===== src/rtl/tmr_pkg.sv =====
`timescale 1ns/1ps
package tmr_pkg;
  localparam int ADDR_W = 3;

  localparam logic [ADDR_W-1:0] RA_CTRL   = 3'd0;
  localparam logic [ADDR_W-1:0] RA_CNT_LO = 3'd1;
  localparam logic [ADDR_W-1:0] RA_CNT_HI = 3'd2;
  localparam logic [ADDR_W-1:0] RA_CMP_A  = 3'd3;
  localparam logic [ADDR_W-1:0] RA_CMP_B  = 3'd4;
  localparam logic [ADDR_W-1:0] RA_FLAGS  = 3'd5;

  // control bit positions
  localparam int CB_WIDE  = 7;
  localparam int CB_CAPEN = 6;
  localparam int CB_ALT   = 3;
  localparam int CB_CTC   = 0;
  localparam int CAP_W    = CB_CAPEN - CB_ALT + 1;

  // flag bit positions
  localparam int FLAG_N  = 3;
  localparam int FB_OVF  = 0;
  localparam int FB_CMPA = 1;
  localparam int FB_CMPB = 2;
endpackage


===== src/rtl/tmr_regs.sv =====
`timescale 1ns/1ps
module tmr_regs
  import tmr_pkg::*;
#(
  parameter int DW = 8
) (
  input  logic              clk,
  input  logic              rst,
  input  logic              bus_wr,
  input  logic              bus_rd,
  input  logic [ADDR_W-1:0] bus_addr,
  input  logic [DW-1:0]     bus_wdata,
  input  logic [2*DW-1:0]   cnt_q,
  input  logic [FLAG_N-1:0] flags_q,
  output logic [DW-1:0]     ctrl_q,
  output logic [DW-1:0]     cmp_a_q,
  output logic [DW-1:0]     cmp_b_q,
  output logic [DW-1:0]     rdata_q,
  output logic              load_en,
  output logic [2*DW-1:0]   load_val,
  output logic [FLAG_N-1:0] flag_clr
);
  localparam int CW = 2 * DW;
  localparam logic [DW-1:0] CTRL_WMASK = ~{{(DW-3){1'b0}}, 3'b110};

  logic [DW-1:0] temp_q;
  logic          wide;
  logic          wr_ctrl, wr_cnt_hi, wr_cmp_a, wr_cmp_b, wr_flags, rd_cnt_lo;

  assign wide      = ctrl_q[CB_WIDE];
  assign wr_ctrl   = bus_wr && (bus_addr == RA_CTRL);
  assign wr_cnt_hi = bus_wr && (bus_addr == RA_CNT_HI);
  assign wr_cmp_a  = bus_wr && (bus_addr == RA_CMP_A);
  assign wr_cmp_b  = bus_wr && (bus_addr == RA_CMP_B);
  assign wr_flags  = bus_wr && (bus_addr == RA_FLAGS);
  assign rd_cnt_lo = bus_rd && (bus_addr == RA_CNT_LO);

  // counter load strobe and value go straight to the core register
  always_comb begin
    load_en  = bus_wr && (bus_addr == RA_CNT_LO);
    load_val = wide ? {temp_q, bus_wdata} : {{DW{1'b0}}, bus_wdata};
    flag_clr = wr_flags ? bus_wdata[FLAG_N-1:0] : '0;
  end

  // configuration registers
  always_ff @(posedge clk) begin
    if (rst) begin
      ctrl_q  <= '0;
      cmp_a_q <= '0;
      cmp_b_q <= '0;
    end else begin
      if (wr_ctrl) ctrl_q <= bus_wdata & CTRL_WMASK;
      if (wr_cmp_a) begin
        cmp_a_q <= bus_wdata;
        if (wide) cmp_b_q <= temp_q;
      end
      if (wr_cmp_b && !wide) cmp_b_q <= bus_wdata;
    end
  end

  // shared temporary byte for atomic 16-bit transfers
  always_ff @(posedge clk) begin
    if (rst) begin
      temp_q <= '0;
    end else if (wide && (wr_cnt_hi || wr_cmp_b)) begin
      temp_q <= bus_wdata;
    end else if (wide && rd_cnt_lo) begin
      temp_q <= cnt_q[CW-1:DW];
    end
  end

  // registered read data
  always_ff @(posedge clk) begin
    if (rst) begin
      rdata_q <= '0;
    end else if (bus_rd) begin
      case (bus_addr)
        RA_CTRL:   rdata_q <= ctrl_q;
        RA_CNT_LO: rdata_q <= cnt_q[DW-1:0];
        RA_CNT_HI: rdata_q <= wide ? temp_q : '0;
        RA_CMP_A:  rdata_q <= cmp_a_q;
        RA_CMP_B:  rdata_q <= cmp_b_q;
        RA_FLAGS:  rdata_q <= {{(DW-FLAG_N){1'b0}}, flags_q};
        default:   rdata_q <= '0;
      endcase
    end
  end
endmodule


===== src/rtl/tmr_core.sv =====
`timescale 1ns/1ps
module tmr_core
  import tmr_pkg::*;
#(
  parameter int DW = 8
) (
  input  logic              clk,
  input  logic              rst,
  input  logic              tick,
  input  logic              wide,
  input  logic              ctc,
  input  logic [DW-1:0]     cmp_a,
  input  logic [DW-1:0]     cmp_b,
  input  logic              load_en,
  input  logic [2*DW-1:0]   load_val,
  input  logic [FLAG_N-1:0] flag_clr,
  output logic [2*DW-1:0]   cnt_q,
  output logic [FLAG_N-1:0] flags_q
);
  localparam int CW = 2 * DW;

  logic [CW-1:0]     max_v, top_v, cmp_wide, nxt;
  logic              at_max, at_top;
  logic [FLAG_N-1:0] flag_set;

  always_comb begin
    cmp_wide = {cmp_b, cmp_a};
    max_v    = wide ? {CW{1'b1}} : {{DW{1'b0}}, {DW{1'b1}}};
    top_v    = ctc ? (wide ? cmp_wide : {{DW{1'b0}}, cmp_a}) : max_v;
    at_max   = (cnt_q == max_v);
    at_top   = (cnt_q == top_v);
    nxt      = (at_max || at_top) ? '0 : cnt_q + CW'(1);
    if (!wide) nxt[CW-1:DW] = '0;

    flag_set = '0;
    if (tick && !load_en) begin
      flag_set[FB_OVF]  = at_max;
      flag_set[FB_CMPA] = wide ? (cnt_q == cmp_wide) : (cnt_q[DW-1:0] == cmp_a);
      flag_set[FB_CMPB] = !wide && (cnt_q[DW-1:0] == cmp_b);
    end
  end

  always_ff @(posedge clk) begin
    if (rst) begin
      cnt_q <= '0;
    end else if (load_en) begin
      cnt_q <= load_val;
    end else if (tick) begin
      cnt_q <= nxt;
    end else if (!wide) begin
      cnt_q[CW-1:DW] <= '0;
    end
  end

  // one sticky bit per event; set wins over a same-cycle clear
  for (genvar g = 0; g < FLAG_N; g++) begin : g_flag
    logic f_q;
    always_ff @(posedge clk) begin
      if (rst)              f_q <= 1'b0;
      else if (flag_set[g]) f_q <= 1'b1;
      else if (flag_clr[g]) f_q <= 1'b0;
    end
    assign flags_q[g] = f_q;
  end
endmodule


===== src/rtl/tmr_wide_counter.sv =====
`timescale 1ns/1ps
module tmr_wide_counter
  import tmr_pkg::*;
#(
  parameter int DW = 8
) (
  input  logic              clk,
  input  logic              rst,
  input  logic              tick,
  input  logic              bus_wr,
  input  logic              bus_rd,
  input  logic [ADDR_W-1:0] bus_addr,
  input  logic [DW-1:0]     bus_wdata,
  output logic [DW-1:0]     bus_rdata,
  output logic [2*DW-1:0]   count_value,
  output logic              ovf_flag,
  output logic              cmpa_flag,
  output logic              cmpb_flag,
  output logic [CAP_W-1:0]  cap_cfg
);
  localparam int CW = 2 * DW;

  logic [DW-1:0]     ctrl_q, cmp_a_q, cmp_b_q;
  logic [CW-1:0]     cnt_q, load_val;
  logic [FLAG_N-1:0] flags_q, flag_clr;
  logic              load_en;

  tmr_regs #(.DW(DW)) regs_i (
    .clk      (clk),
    .rst      (rst),
    .bus_wr   (bus_wr),
    .bus_rd   (bus_rd),
    .bus_addr (bus_addr),
    .bus_wdata(bus_wdata),
    .cnt_q    (cnt_q),
    .flags_q  (flags_q),
    .ctrl_q   (ctrl_q),
    .cmp_a_q  (cmp_a_q),
    .cmp_b_q  (cmp_b_q),
    .rdata_q  (bus_rdata),
    .load_en  (load_en),
    .load_val (load_val),
    .flag_clr (flag_clr)
  );

  tmr_core #(.DW(DW)) core_i (
    .clk     (clk),
    .rst     (rst),
    .tick    (tick),
    .wide    (ctrl_q[CB_WIDE]),
    .ctc     (ctrl_q[CB_CTC]),
    .cmp_a   (cmp_a_q),
    .cmp_b   (cmp_b_q),
    .load_en (load_en),
    .load_val(load_val),
    .flag_clr(flag_clr),
    .cnt_q   (cnt_q),
    .flags_q (flags_q)
  );

  assign count_value = cnt_q;
  assign ovf_flag    = flags_q[FB_OVF];
  assign cmpa_flag   = flags_q[FB_CMPA];
  assign cmpb_flag   = flags_q[FB_CMPB];
  assign cap_cfg     = ctrl_q[CB_CAPEN:CB_ALT];
endmodule


===== config.mk =====
export PLATFORM = sky130hd
export DESIGN_NAME = tmr_wide_counter
export DESIGN_NICKNAME = d
export VERILOG_FILES = /design/src/rtl/tmr_pkg.sv /design/src/rtl/tmr_regs.sv /design/src/rtl/tmr_core.sv /design/src/rtl/tmr_wide_counter.sv
export SDC_FILE = /design/constraint.sdc
export NUM_CORES = 1
export LEC_CHECK = 0
export CAP_MARGIN = 5
export CORE_ASPECT_RATIO = 0.75
export CORE_MARGIN = 2
export CORE_UTILIZATION = 61
export CTS_CLUSTER_DIAMETER = 60
export DETAILED_ROUTE_END_ITERATION = 10
export DONT_BUFFER_PORTS = 1
export PLACE_DENSITY = 0.77
export SLEW_MARGIN = 40
export SYNTH_ARGS = -nofsm -noshare
export SYNTH_HDL_FRONTEND = slang
export SYNTH_HIERARCHICAL = 1
export SYNTH_SLANG_ARGS = --single-unit

===== constraint.sdc =====
create_clock -name clk -period 2.2 [get_ports clk]
set_input_delay 0.33 -clock clk [delete_from_list [all_inputs] [get_ports clk]]
set_output_delay 0.33 -clock clk [all_outputs]
set_load 0.05 [all_outputs]

==> results of run 1 <==
## per-stage QoR
step                      total power (µW)  setup slack, ps  instance area (µm²)  hold slack (ps)  cells
after floorplan                       1386            21.35                 4044            445.5    497
after global placement                1392            169.4                 4169            405.0    573
after detailed placement              1401            126.1                 4169            409.3    573
after CTS                             2242            121.7                 4332            39.06    589
after global routing                  2324            2.438                 4348            38.41    590
final                                 2252            101.5                 4348            64.31    590
## report_power, final
| part | switching, µW | internal, µW | total, µW |
|---|---|---|---|
| clock network | 462 | 400 | 862 |
| registers | 49.5 | 1060 | 1110 |
| logic | 166 | 117 | 283 |
| total | 678 | 1570 | 2250 |
## cell usage in the layout (no fill, tap or decap), drive strengths merged, types with 13 or more instances in the layout
| cell | count |
|---|---|
| mux2i | 27 |
| a211oi | 13 |
| nand3 | 18 |
| o21ai | 16 |
| nand2 | 41 |
| dfxtp | 57 |
| nor2 | 46 |
| buf | 47 |
| nor3 | 15 |
| xnor2 | 21 |
| a21oi | 40 |
## worst register-to-register path, stage by stage, from the launching register on
cell and delay (ps):
dfxtp_1 370, inv_4 70, or3_1 360, a211o_1 310
a32oi_2 340, nand4_2 300, o2bb2ai_1 230
## worst min-delay path by stage
stage	to	slack, ps	cells past startpoint
5_1_grt	regs_i/cmp_a_q[2]	40	1
3_3_place_gp	regs_i/cmp_b_q[6]	400	1
2_1_floorplan	core_i/g_flag[1].f_q	450	2
4_1_cts	regs_i/cmp_b_q[6]	40	1
6_report	regs_i/ctrl_q[7]	60	1
3_5_place_dp	regs_i/cmp_b_q[6]	410	1
## layer usage
layer	GRT usage	part of all wire	up-vias
met4	0.1019	0.020	0
met3	0.08365	0.11	44
met5	0	0	-
li1	-	-	1827
met2	0.5441	0.45	269
met1	0.4782	0.42	1979
## flip-flops by register name, indices dropped and copies added (netlist names)
register           cells
regs_i/ctrl_q          6
regs_i/rdata_q         8
regs_i/temp_q          8
regs_i/cmp_b_q         8
regs_i/cmp_a_q         8
core_i/g_flag.f_q      3
core_i/cnt_q          16
## final cells by class
class                      count  area share
multi-input combinational    376      0.5822
sequential                    57      0.2642
timing repair buffer          47     0.08115
clock buffer                  10     0.02935
tap                           81     0.02331
inverter                      13     0.01180
clock inverter                 6    0.008058
==> results.md, run 1 <==
* Status: completed
* Worst slew margin at 0.5697
* # H-tree levels at 3
* Post-Synthesis Cells at 497
* Root buffer cell: clkbuf_8
* Cell area after synthesis at between 4000 and 5000 µm²
* Clk sink count at 57
* Worst Path Required at approximately 2400 ps
* Routed WL per cell at between 20 and 25 µm
* I/O Buffers at 0
* Setup Viol. Count Final at 0
* Max-Cap Viols at 0
* Mapped Avg Cell Area at a little over 8 µm²
* Multi-input logic area at 2531 µm²
* Arrival @ worst endpoint at 2340 ps
* Setup crit end: core_i/cnt_q[12]
* Fmax at 476.5 MHz
* DRT iter0 DRCs at roughly 480
* Placer Congestion at 1.021
* Max Slew Vio Count at 0
* Die Width at 97.97 µm
* Startpoint types: register
* Total Routed Length at 12.80 mm
* Share of cells above drive strength 1 at 0.1827
* Hold path start: rst
* R2R cell count at 6
* Crit-path max cell delay at 370 ps
* Die Y-Extent at 74.48 µm
* DRT Pass-1 Iters at 6
* Largest net degree at the start of global routing at 56
* Die ar. at 7297 µm²
* Endpoints failing hold at 0
* Setup Buffers After CTS at 0
* GRT overflow at 0
* CP startpoint: regs_i/ctrl_q[0]
* # IOs at 47
* Pwr/cell area at 518.0 nW/µm²
* Leakage dissipation at about 0.0015 µW
* CTS tree: yes
* Number of antenna violations at the first check in global routing at 0
* Clock skew at 6.529 ps
* Drt drc at 0
* Initial Utilization at 0.6363
* Synth warn at 6
* Slew of the pin with the lowest slew margin at ~640 ps
* CP Depth at 6
* Gr usage total at 0.3459
* Antenna cell count at 0
* WP buf/inv at 1
* Vias in the first global route at 3706
* Min cycle time layout at 2099 ps
* Clock latency on the worst-skew pair at 350 ps
* Final core occ at 0.6847
* Post-DP HPWL at 8.897 mm
* RSZ-0062 raised after global routing: false
* CTS Buf Count at 9
* Top cell family by delay on the critical path: compound AO/OA/AOI/OAI gates
* Drt via density at 6.981
* Hold buffer count at cts at 0
* Via Count at 4119
* Post-synth net total at 514
* Net count reported at finish at 521
* CTS Buffer Depth at 2
* Core area at 6350 µm²
* DRT antenna net count at 0
* Wire length of the first global-routing pass at approximately 20 mm
* Crit-path slowest cell: dfxtp_1
* Peak VDD IR at approximately 0.00038 V
* Crit path capture type: register
* Layout area overhead at 7.618%
* Cells resized by post-CTS repair at 0
* R2R Path End: core_i/cnt_q[12]
* Sequential Area at about 1100 µm²
* Crit share post-route at 0.9539
* Reg2reg start: regs_i/ctrl_q[0]
* Fill cells at 530
* Crit path cell chain: inv_4, or3_1, a211o_1, a32oi_2, nand4_2, o2bb2ai_1
* Clock transition at path regs at 70 ps
* Num rows at 25
* Maximum net fanout on the critical path at 8
* Setup TNS at 0 ps
* Crit Path Class: reg -> reg
* R2R Setup Slk at 100 ps
* Hold crit path type: in -> reg
No activity file was read; power rests on OpenSTA's default activity.
==> run 2: changes to the inputs <==
- BUFFER_PORTS_ARGS: default -> -buffer_cell sky130_fd_sc_hd__buf_2
- CORE_UTILIZATION: 61 -> 25
- DONT_BUFFER_PORTS: 1 -> default
- PLACE_DENSITY: 0.77 -> default
==> run 2 against run 1 <==
- clock power is 83% higher
- via count shrank 2.5%
- combinational power up 37%
- maximum frequency increased by 0.73%
- critical path type unchanged
- critical endpoint is now core_i/cnt_q[9]
==> results.md, run 2 (synthesized netlist as in run 1, its figures left out) <==
* Hold buffer count at cts at 0
* Die Y-Extent at roughly 110 µm
* CTS Buffer Depth at 2
* Leakage dissipation at 0.001816 µW
* Startpoint types: register
* Crit-path slowest cell: dfxtp_1
* Fmax at 480.0 MHz
* Cells resized by post-CTS repair at 0
* Largest net degree at the start of global routing at 55
* WP buf/inv at 1
* Fill cells at 1737
* Total Routed Length at 13.74 mm
* Worst slew margin at 0.5342
* Crit Path Class: reg -> reg
* Clock skew at 4.547 ps
* CTS Buf Count at 9
* Root buffer cell: clkbuf_16
* Top cell family by delay on the critical path: compound AO/OA/AOI/OAI gates
* Worst Path Required at 2390 ps
* Die Width at between 150 and 200 µm
* Crit share post-route at 0.9469
* Drt drc at 0
* Crit path capture type: register
* # H-tree levels at 3
* DRT antenna net count at 0
* Max Slew Vio Count at 0
* Max reg flops at 16
* Largest reg by FF count: core_i/cnt_q
* Slew of the pin with the lowest slew margin at around 700 ps
* Layout area overhead at 21.00%
* Arrival @ worst endpoint at around 2300 ps
* Vias in the first global route at 3720
* Peak VDD IR at ~0.00042 V
* Crit path cell chain: inv_4, or3_1, a211o_1, a32oi_2, nand4_2, o2bb2ai_1
* RSZ-0062 raised after global routing: true
* Clk sink count at 57
* Antenna cell count at 0
* CTS tree: yes
* Pwr/cell area at roughly 630 nW/µm²
* DRT iter0 DRCs at about 430
* Num rows at 40
* Setup Buffers After CTS at 0
* Status: completed
* Max-Cap Viols at 0
* # IOs at 47
* Most frequent cells in the layout: dfxtp_1, buf_2, buf_4, nor2_1, nand2_1
* Routed WL per cell at 18.03 µm
* Clock latency on the worst-skew pair at around 330 ps
* Wire length of the first global-routing pass at 21.53 mm
* Share of cells above drive strength 1 at 0.2409
* Via Count at 4018
* I/O Buffers at 46
* Setup Viol. Count Final at 0
* Endpoints failing hold at 0
* Gr usage total at 0.1632
* WHS at 334.2 ps
* GRT overflow at 0
* Min cycle time layout at between 2000 and 2500 ps
* Setup TNS at 0 ps
* Hold crit path type: in -> reg
* Initial Utilization at 0.2539
* Dpl ws at 84.91 ps
* Placer Congestion at 0.8550
* Core area at 15920 µm²
* Total Power Consumption at approximately 3100 µW
* Most common cell after layout, fill and taps aside: dfxtp_1
* DRT Pass-1 Iters at 5
* Die ar. at 17200 µm²
* Number of antenna violations at the first check in global routing at 0
* Maximum net fanout on the critical path at 8
* Drt via density at roughly 5.3
* Net count reported at finish at about 570
* Crit-path max cell delay at 370 ps
* Worst Slack Setup Final at 116.8 ps
* Clock transition at path regs at ~50 ps
* Post-DP HPWL at 10.23 mm
## run 2: cell types whose count changed in the layout (fill, tap and decap cells not counted)
cell	previous run	this run
buf_2	0	46
clkbuf_16	0	9
clkbuf_8	9	3
clkinv_2	4	0
dfxtp_1	51	54
dfxtp_2	6	3
buf_4	47	45
bufinv_16	0	2
clkinvlp_4	2	0
## run 2: layout make-up
cell class / count / area, µm² / share of cell area
Timing Repair Buffer: 91 / 568.0 / 0.1162
Tap cell: 210 / 262.8 / 0.05375
Inverter: 13 / 51.30 / 0.01049
Clock buffer: 13 / 270.3 / 0.05529
Multi-Input combinational cell: 376 / 2531 / 0.5178
Clock inverter: 2 / 60.06 / 0.01229
Sequential cell: 57 / 1145 / 0.2342
## run 2: where the power goes
| part | leakage (µW) | switching (µW) | internal (µW) |
|---|---|---|---|
| registers | 0.000463 | 36.4 | 1060 |
| clock network | 0.000162 | 497 | 1080 |
| logic | 0.00119 | 250 | 137 |
| total | 0.00182 | 784 | 2280 |
## run 2: worst register-to-register path, delay by kind of cell, from the launching register on
| kind | cells | cell delay, ps |
|---|---|---|
| buf+inv | 1 | 70 |
| flops | 1 | 370 |
| simple gates | 2 | 650 |
| compound gates | 3 | 850 |
## run 2: path summary, 6_finish.rpt
| kind | from | to | slack, ps | cells past startpoint |
|---|---|---|---|---|
| setup / recovery | regs_i/ctrl_q[0] | core_i/cnt_q[9] | 120 | 6 |
| hold / removal | bus_wdata[0] | regs_i/cmp_a_q[0] | 330 | 3 |
| setup reg to reg | regs_i/ctrl_q[0] | core_i/cnt_q[9] | 120 | 6 |
| hold reg to reg | regs_i/rdata_q[1] | regs_i/rdata_q[1] | 460 | 2 |
## run 2: per-stage QoR
step / util / std cells / instance area [µm²]
final: 0.3072 / 762 / 4888
after global routing: 0.3072 / 762 / 4888
after CTS: 0.3064 / 761 / 4876
after detailed placement: 0.2856 / 746 / 4546
after global placement: 0.2856 / 746 / 4546
after floorplan: - / 497 / 4044
## run 2: metal layers
metal / track usage / vias to the layer above / wire (µm)
li1: - / 1919 / -
met2: 0.2248 / 176 / 5547
met4: 0.02679 / 0 / 106
met1: 0.2544 / 1910 / 6822
met3: 0.04223 / 13 / 1260
met5: 0 / - / 0
